**config.mk**
```make
export PLATFORM = sky130hd
export DESIGN_NAME = gpio_top
export DESIGN_NICKNAME = d
export VERILOG_FILES = /design/src/rtl/gpio_pkg.sv /design/src/rtl/gpio_tick.sv /design/src/rtl/gpio_debounce.sv /design/src/rtl/gpio_pin_cfg.sv /design/src/rtl/gpio_top.sv
export SDC_FILE = /design/constraint.sdc
export NUM_CORES = 2
export LEC_CHECK = 0
export CORE_MARGIN = 2
export CORE_UTILIZATION = 45
export CTS_BUF_LIST = sky130_fd_sc_hd__clkbuf_8 sky130_fd_sc_hd__clkbuf_16
export DETAILED_ROUTE_END_ITERATION = 8
export GPL_ROUTABILITY_DRIVEN = 0
export MAX_ROUTING_LAYER = met4
export SYNTH_ARGS = -nofsm -noshare
export SYNTH_HDL_FRONTEND = slang
export SYNTH_SLANG_ARGS = --single-unit
```
**constraint.sdc**
```tcl
create_clock -name clk -period 81.9 [get_ports clk]
set_clock_uncertainty 0.15 [all_clocks]
set_input_delay 24.57 -clock clk [delete_from_list [all_inputs] [get_ports clk]]
set_output_delay 24.57 -clock clk [all_outputs]
set_load 0.005 [all_outputs]
```
**src/rtl/gpio_pkg.sv**
```systemverilog
package gpio_pkg;
  localparam int FB_DIR  = 0;
  localparam int FB_OUT  = 2;
  localparam int FB_IN   = 4;
  localparam int FB_EPOL = 6;
  localparam int FB_EEN  = 8;
  localparam int FB_LEN  = 16;
  localparam int FB_LPOL = 18;
  localparam int FB_DBLO = 28;
  localparam int FB_DBWE = 31;

  localparam int DB_CW = 16;

  typedef struct packed {
    logic       dir;
    logic       out;
    logic       epol;
    logic       een;
    logic       len;
    logic       lpol;
    logic [2:0] dbsel;
  } pin_cfg_t;

  function automatic logic [DB_CW-1:0] db_limit(input logic [2:0] code);
    logic [DB_CW-1:0] v;
    case (code)
      3'd0:    v = DB_CW'(1);
      3'd1:    v = DB_CW'(10);
      3'd2:    v = DB_CW'(100);
      3'd3:    v = DB_CW'(1000);
      3'd4:    v = DB_CW'(10000);
      3'd5:    v = DB_CW'(20000);
      3'd6:    v = DB_CW'(30000);
      default: v = DB_CW'(50000);
    endcase
    return v;
  endfunction
endpackage

```
**src/rtl/gpio_tick.sv**
```systemverilog
module gpio_tick #(
  parameter int CLK_MHZ = 100
) (
  input  logic clk,
  input  logic rst_n,
  output logic tick_o
);
  localparam int CW = (CLK_MHZ > 1) ? $clog2(CLK_MHZ) : 1;

  generate
    if (CLK_MHZ <= 1) begin : g_pass
      logic unused_q;
      always_ff @(posedge clk or negedge rst_n) begin
        if (!rst_n) unused_q <= 1'b0;
        else        unused_q <= 1'b1;
      end
      assign tick_o = unused_q | 1'b1;
    end else begin : g_div
      logic [CW-1:0] cnt_q, cnt_d;
      logic          wrap;
      always_comb begin
        wrap  = (cnt_q == CW'(CLK_MHZ - 1));
        cnt_d = wrap ? '0 : cnt_q + 1'b1;
      end
      always_ff @(posedge clk or negedge rst_n) begin
        if (!rst_n) cnt_q <= '0;
        else        cnt_q <= cnt_d;
      end
      assign tick_o = wrap;
    end
  endgenerate
endmodule

```
**src/rtl/gpio_debounce.sv**
```systemverilog
module gpio_debounce
  import gpio_pkg::*;
(
  input  logic       clk,
  input  logic       rst_n,
  input  logic       tick_i,
  input  logic       pad_i,
  input  logic [2:0] sel_i,
  output logic       level_o
);
  logic [1:0]       sync_q;
  logic [DB_CW-1:0] cnt_q, cnt_d;
  logic             lvl_q, lvl_d;
  logic [DB_CW-1:0] lim;

  always_comb begin
    lim   = db_limit(sel_i);
    cnt_d = cnt_q;
    lvl_d = lvl_q;
    if (sync_q[1] == lvl_q) begin
      cnt_d = '0;
    end else if (tick_i) begin
      if (cnt_q >= lim - 1'b1) begin
        lvl_d = sync_q[1];
        cnt_d = '0;
      end else begin
        cnt_d = cnt_q + 1'b1;
      end
    end
  end

  always_ff @(posedge clk or negedge rst_n) begin
    if (!rst_n) begin
      sync_q <= '0;
      cnt_q  <= '0;
      lvl_q  <= 1'b0;
    end else begin
      sync_q <= {sync_q[0], pad_i};
      cnt_q  <= cnt_d;
      lvl_q  <= lvl_d;
    end
  end

  assign level_o = lvl_q;
endmodule

```
**src/rtl/gpio_pin_cfg.sv**
```systemverilog
module gpio_pin_cfg
  import gpio_pkg::*;
(
  input  logic        clk,
  input  logic        rst_n,
  input  logic        we_i,
  input  logic [31:0] wdata_i,
  output pin_cfg_t    cfg_o
);
  pin_cfg_t cfg_q, cfg_d;

  function automatic logic guarded(input logic old, input logic [31:0] d, input int pos);
    return d[pos+1] ? d[pos] : old;
  endfunction

  always_comb begin
    cfg_d = cfg_q;
    if (we_i) begin
      cfg_d.dir  = guarded(cfg_q.dir,  wdata_i, FB_DIR);
      cfg_d.out  = guarded(cfg_q.out,  wdata_i, FB_OUT);
      cfg_d.epol = guarded(cfg_q.epol, wdata_i, FB_EPOL);
      cfg_d.een  = guarded(cfg_q.een,  wdata_i, FB_EEN);
      cfg_d.len  = guarded(cfg_q.len,  wdata_i, FB_LEN);
      cfg_d.lpol = guarded(cfg_q.lpol, wdata_i, FB_LPOL);
      if (wdata_i[FB_DBWE]) cfg_d.dbsel = wdata_i[FB_DBLO+2:FB_DBLO];
    end
  end

  always_ff @(posedge clk or negedge rst_n) begin
    if (!rst_n) cfg_q <= '0;
    else        cfg_q <= cfg_d;
  end

  assign cfg_o = cfg_q;
endmodule

```
**src/rtl/gpio_top.sv**
```systemverilog
module gpio_top
  import gpio_pkg::*;
#(
  parameter int NPINS     = 32,
  parameter int CLK_MHZ   = 100,
  parameter int AW        = 10,
  parameter int ENTRY_OFS = 'h200,
  parameter int EXIT_OFS  = 'h240,
  parameter int LEVEL_OFS = 'h280
) (
  input  logic             clk,
  input  logic             rst_n,
  input  logic             wr_en_i,
  input  logic             rd_en_i,
  input  logic [AW-1:0]    addr_i,
  input  logic [31:0]      wdata_i,
  output logic [31:0]      rdata_o,
  output logic             rvalid_o,
  input  logic [NPINS-1:0] pad_i,
  output logic [NPINS-1:0] gpio_o,
  output logic [NPINS-1:0] gpio_oe_o,
  output logic             irq_o
);
  localparam int NW   = (NPINS + 31) / 32;
  localparam int PADW = NW * 32;
  localparam int PW   = (NPINS > 1) ? $clog2(NPINS) : 1;
  localparam int WW   = (NW > 1) ? $clog2(NW) : 1;

  // reset: asynchronous assert, synchronous release
  logic [1:0] rsync_q;
  logic       rst_ni;
  always_ff @(posedge clk or negedge rst_n) begin
    if (!rst_n) rsync_q <= '0;
    else        rsync_q <= {rsync_q[0], 1'b1};
  end
  assign rst_ni = rsync_q[1];

  logic tick;
  gpio_tick #(.CLK_MHZ(CLK_MHZ)) u_tick (.clk(clk), .rst_n(rst_ni), .tick_o(tick));

  // address decode
  logic [AW-3:0] widx;
  logic [PW-1:0] pidx;
  logic          pin_hit, ent_hit, ext_hit, lvl_hit;
  logic [WW-1:0] ent_w, ext_w, lvl_w;
  logic [AW-1:0] ent_off, ext_off, lvl_off;

  always_comb begin
    widx    = addr_i[AW-1:2];
    pidx    = widx[PW-1:0];
    pin_hit = int'(widx) < NPINS;
    ent_hit = (int'(addr_i) >= ENTRY_OFS) && (int'(addr_i) < ENTRY_OFS + 4*NW);
    ext_hit = (int'(addr_i) >= EXIT_OFS)  && (int'(addr_i) < EXIT_OFS + 4*NW);
    lvl_hit = (int'(addr_i) >= LEVEL_OFS) && (int'(addr_i) < LEVEL_OFS + 4*NW);
    ent_off = addr_i - AW'(ENTRY_OFS);
    ext_off = addr_i - AW'(EXIT_OFS);
    lvl_off = addr_i - AW'(LEVEL_OFS);
    ent_w   = ent_off[WW+1:2];
    ext_w   = ext_off[WW+1:2];
    lvl_w   = lvl_off[WW+1:2];
  end

  // per-pin configuration and filtering
  pin_cfg_t         cfg_a [NPINS];
  logic [NPINS-1:0] filt, fprev_q, een_v, len_v;
  logic [NPINS-1:0] set_ent, set_ext, lvl_d;

  generate
    for (genvar k = 0; k < NPINS; k++) begin : g_pin
      logic we_k;
      assign we_k = wr_en_i & pin_hit & (widx == (AW-2)'(k));
      gpio_pin_cfg u_cfg (
        .clk(clk), .rst_n(rst_ni), .we_i(we_k), .wdata_i(wdata_i), .cfg_o(cfg_a[k])
      );
      gpio_debounce u_db (
        .clk(clk), .rst_n(rst_ni), .tick_i(tick), .pad_i(pad_i[k]),
        .sel_i(cfg_a[k].dbsel), .level_o(filt[k])
      );
      assign gpio_oe_o[k] = cfg_a[k].dir;
      assign gpio_o[k]    = cfg_a[k].out;
      assign een_v[k]     = cfg_a[k].een;
      assign len_v[k]     = cfg_a[k].len;
      assign set_ent[k]   = cfg_a[k].een & (filt[k] ^ fprev_q[k]) & (filt[k] == cfg_a[k].epol);
      assign set_ext[k]   = cfg_a[k].een & (filt[k] ^ fprev_q[k]) & (filt[k] != cfg_a[k].epol);
      assign lvl_d[k]     = cfg_a[k].len & (filt[k] == cfg_a[k].lpol);
    end
  endgenerate

  // status vectors
  logic [NPINS-1:0] ent_q, ext_q, lvl_q, ent_d, ext_d;
  logic [PADW-1:0]  clr_ent, clr_ext;
  logic             irq_d;

  always_comb begin
    clr_ent = '0;
    clr_ext = '0;
    if (wr_en_i && ent_hit) clr_ent[ent_w*32 +: 32] = wdata_i;
    if (wr_en_i && ext_hit) clr_ext[ext_w*32 +: 32] = wdata_i;
    ent_d = (ent_q & ~clr_ent[NPINS-1:0]) | set_ent;
    ext_d = (ext_q & ~clr_ext[NPINS-1:0]) | set_ext;
    irq_d = (|((ent_q | ext_q) & een_v)) | (|lvl_q);
  end

  // read path
  logic [PADW-1:0] ent_pad, ext_pad, lvl_pad;
  logic [31:0]     rd_d, rdata_q;
  logic            rvalid_q;
  pin_cfg_t        sel_cfg;

  always_comb begin
    ent_pad = PADW'(ent_q);
    ext_pad = PADW'(ext_q);
    lvl_pad = PADW'(lvl_q);
    sel_cfg = cfg_a[pidx];
    rd_d    = '0;
    if (pin_hit) begin
      rd_d[FB_DIR]  = sel_cfg.dir;
      rd_d[FB_OUT]  = sel_cfg.out;
      rd_d[FB_IN]   = filt[pidx];
      rd_d[FB_EPOL] = sel_cfg.epol;
      rd_d[FB_EEN]  = sel_cfg.een;
      rd_d[FB_LEN]  = sel_cfg.len;
      rd_d[FB_LPOL] = sel_cfg.lpol;
      rd_d[FB_DBLO+2:FB_DBLO] = sel_cfg.dbsel;
    end else if (ent_hit) begin
      rd_d = ent_pad[ent_w*32 +: 32];
    end else if (ext_hit) begin
      rd_d = ext_pad[ext_w*32 +: 32];
    end else if (lvl_hit) begin
      rd_d = lvl_pad[lvl_w*32 +: 32];
    end
  end

  always_ff @(posedge clk or negedge rst_ni) begin
    if (!rst_ni) begin
      fprev_q  <= '0;
      ent_q    <= '0;
      ext_q    <= '0;
      lvl_q    <= '0;
      irq_o    <= 1'b0;
      rdata_q  <= '0;
      rvalid_q <= 1'b0;
    end else begin
      fprev_q  <= filt;
      ent_q    <= ent_d;
      ext_q    <= ext_d;
      lvl_q    <= lvl_d;
      irq_o    <= irq_d;
      rvalid_q <= rd_en_i;
      if (rd_en_i) rdata_q <= rd_d;
    end
  end

  assign rdata_o  = rdata_q;
  assign rvalid_o = rvalid_q;
endmodule

```
==> results.md <==
Clock network:
- The count of buffers added by post-CTS timing repair for setup is 0.
- The clock sink total is approximately 1100.
- The number of hold-repair buffers added at the cts stage is 0.
- The CTS tree is built.
- TritonCTS created 130 clock buffers.
- Counting along the longest clock path gives a buffer depth of 3.
- After clock tree synthesis, the clock-pin slew on the worst setup and hold paths is about 0.06 ns.
- The number of gates resized after CTS was 0.
- Clock tree synthesis selected as its root buffer the cell clkbuf_16.
- In this run the number of H-tree levels came out at 4.
- Clock latency on the worst-skew pair, taken at its later pin, is between 0.7 and 0.8 ns.

Logic synthesis:
- The commonest cells after synthesis are dfrtp_1, nand2_1, ha_1.
- The cell type with the largest total area after synthesis is dfrtp_1.
- The number of warnings reported in the yosys synthesis log is 0.
- In this run the mean area of a mapped cell was approximately 9.3 µm².
- The number of distinct library cells after synthesis is a little under 90.
- By area the synthesized netlist is led by dfrtp_1, ha_1, nand2_1.
- The post-synthesis instance area is 0.0679 mm².
- The post-synthesis sequential area ratio is 39.3%.
- The number of enable-type register cells in the synthesized netlist is 0.
- Counting flops and latches in the post-synthesis netlist gives 1067.
- The number of instances in the synthesized netlist is 7290.
- Among all cell types in the netlist, the one instantiated most often is dfrtp_1.
- The share of the synthesized area in the top cell type is between 30% and 40%.
- The flip-flop cell with the highest count after synthesis is dfrtp_1.
- Of all flip-flops after synthesis, the portion carrying an async set or reset was 100%.
- Synthesis produced a netlist with a net count of roughly 8000.

Drt:
- After detailed routing, the number of vias per cell comes to approximately 6.0.
- For this run, the detailed router's first-pass iteration total came to 6.
- After the first detailed-routing iteration, the DRC count stood at between 4000 and 5000.
- The routed design has slightly below 200000 µm of wire.
- The uppermost metal layer occupied by signal nets is met4.
- Across all layers, the routed design uses roughly 56000 vias.
- In this run the remaining antenna-violating nets after routing total 0.
- The final routed DRC violation total is 0.
- The wire length on met2 is 87600 µm.
- In the final routing, the length of wire on met1 measures just under 90000 µm.
- In the final routed layout, each cell accounts on average for 21.0 µm.
- The met3 wire length is 13800 µm.

Die:
- The total number of placement rows is 142.
- Once the floorplan was initialized, standard cells occupied 45.3% of the core.
- The core region is about 0.15 mm².
- The number of top-level design ports is between 150 and 200.
- The x dimension of the die is roughly 390 µm.
- Measured along the y axis, the die boundary spans approximately 390 µm.
- The floorplan step defined a die boundary enclosing about 0.15 mm².

Place:
- Port buffering added around 170 buffers.
- The placed wire-length estimate is roughly 140000 µm.

STA:
- The share of the cycle needed by the critical path after routing is 34.2%.
- The max-slew violation total from the final report is 0.
- Setup violations remaining at the end of the flow were counted as 0.
- The relative slew slack is around 7.1%.
- Setup total negative slack on the finished layout was measured at 0 ns.
- The clock period minus final worst setup slack is 28.00 ns.
- For the pin with the worst max-slew slack, the measured transition is about 1.4 ns.
- The hold violation count in the final report is 0.
- Setup repair after global routing left no endpoint under its margin.
- The maximum clock frequency is 0.0357 GHz.

Setup path:
- The nature of the critical path endpoint is a flip-flop.
- The worst setup path is launched from an input pin.
- Counting cells, the worst reg-to-reg path comes to 5.
- The setup path with the least slack is of type input pin to flip-flop.
- The critical-path maximum fanout is 41.
- The highest cell delay on the worst timing path is about 1.1 ns.
- The critical path goes through buf_6, buf_4, buf_4, nand2_1, nor2_1, nand2_1, mux2_2.
- The signal arrival time at the worst endpoint is around 29 ns.
- For this design, the slowest cell found on the critical path is nor2_1.
- The required time at the worst-slack endpoint is just over 80 ns.

Cells and area:
- The area growth from synthesis to layout is 10.9%.
- The proportion of layout cells with a drive suffix above 1 is ~11%.
- After the last flow step, the layout net total stands at roughly 7900.

Global route:
- The initial antenna violation count is 14.
- The aggregate global-route resource usage is between 20% and 30%.
- The residual overflow from global routing is 0.
- The via count of the first global-routing pass is between 50000 and 60000.
- The first-pass GRT wire length is between 300000 and 400000 µm.
- The largest net degree at the start of global routing is 149.

Power:
- The worst-case IR drop observed on VDD is between 0.02 and 0.025 mV.
- The total power of the final layout is around 0.0012 W.
- For this design the ratio of total power to cell area is ~16 mW/mm².
- The static leakage power is around 33 nW.

Min path:
- In this run the worst hold path is classified as flip-flop to flip-flop.
- The number of cells traversed by the worst hold path is 0.

Run:
- The number of max-cap violations is 0.

Status:
- The run finished with clean final reports.
stage by stage:
stage / instances / utilization (%) / instance area [µm²] / hold WS [ns] / setup WS, ns
floorplan: 7290 / - / 67900 / 0.181 / 49.81
global placement: 9128 / 47.3 / 70800 / 0.182 / 53.27
detailed placement: 9128 / 47.3 / 70800 / 0.185 / 53.26
CTS: 9366 / 50.2 / 75200 / 0.199 / 54.09
global route: 9374 / 50.2 / 75200 / 0.206 / 53.87
finish: 9375 / 50.2 / 75200 / 0.197 / 53.90
power breakdown:
group	total, W	internal, W	switching (W)
Sequential	0.000546	0.000534	0.0000119
Combinational	0.0000877	0.0000298	0.0000579
Clock	0.000598	0.000355	0.000243
Total	0.00123	0.000919	0.000313
state kept, by name, indices dropped and copies added (netlist names):
signal and cells:
g_pin.u_db.cnt_q 512, g_pin.u_cfg.cfg_o 288, g_pin.u_db.sync_q 64, ent_pad 32, ext_pad 32, fprev_q 32, g_pin.u_db.level_o 32, lvl_pad 32
rdata_o 32, u_tick.g_div.cnt_q 7, rsync_q 2, irq_o 1, rvalid_o 1
worst max-delay path, delay by kind of cell:
family / cells / cell delay [ns]
muxes: 1 / 0.35
and+or+nand+nor: 3 / 1.84
buffers and inverters: 3 / 1.66
layout make-up:
type / instances / area, µm²
fill: 13700 / 74500
multi-input combinational: 5618 / 38600
sequential: 1067 / 26700
clock buffer: 164 / 3780
tap: 2016 / 2520
timing repair buffer: 259 / 2340
clock inverter: 74 / 663
inverter: 168 / 631
antenna: 9 / 22.5
cells by family (layout without fill, tap and decap cells):
group / after synthesis / in the layout / share of synthesized area (%)
XOR/XNOR: 167 / 167 / 2.16
buffers and inverters: 605 / 665 / 3.87
other: 1 / 10 / 0.00553
flip-flops: 1067 / 1067 / 39.3
AND/OR/NAND/NOR: 2738 / 2738 / 19.6
adder cells (fa/ha/maj): 545 / 545 / 10.0
AO/OA/AOI/OAI: 1676 / 1676 / 16.0
multiplexers: 491 / 491 / 9.00
final timing paths:
kind	start	end	slack, ns
worst min-delay path	g_pin[6].u_db.sync_q[0]$_DFF_PN0_	g_pin[6].u_db.sync_q[1]$_DFF_PN0_	0.20
min in group asynchronous	rsync_q[1]$_DFF_PN0_	g_pin[29].u_db.cnt_q[7]$_DFFE_PN0P_	0.27
max in group asynchronous	rst_n	rsync_q[1]$_DFF_PN0_	57.65
worst max-delay path	addr_i[3]	g_pin[15].u_cfg.cfg_o[2]$_DFFE_PN0P_	53.90
worst min register to register	g_pin[6].u_db.sync_q[0]$_DFF_PN0_	g_pin[6].u_db.sync_q[1]$_DFF_PN0_	0.20
worst max register to register	rsync_q[1]$_DFF_PN0_	g_pin[15].u_db.cnt_q[12]$_DFFE_PN0P_	76.79
per-layer routing:
metal  global-route usage, %  up-vias
li1                        -    26500
met4                    9.16        0
met2                    39.2     1390
met3                    5.40      347
met1                    35.3    27600
met5                       -        -
placed cells by master, fill, tap and decap left out, types with 85 or more instances in the layout:
cell type and instances:
clkbuf_16 135, and3_1 144, a31oi_1 161, buf_4 85, mux2_2 333, clkdlybuf4s50_1 161
nor4_1 86, ha_1 545, xnor2_1 104, a21o_1 109, nand3_1 303, inv_1 193
a21oi_1 419, nand2_1 1066, nor2_1 393, dfrtp_1 1066, nor3_1 136, mux2i_1 96
nand2b_1 100, o21ai_0 363
(Power assumes the default switching activity.)
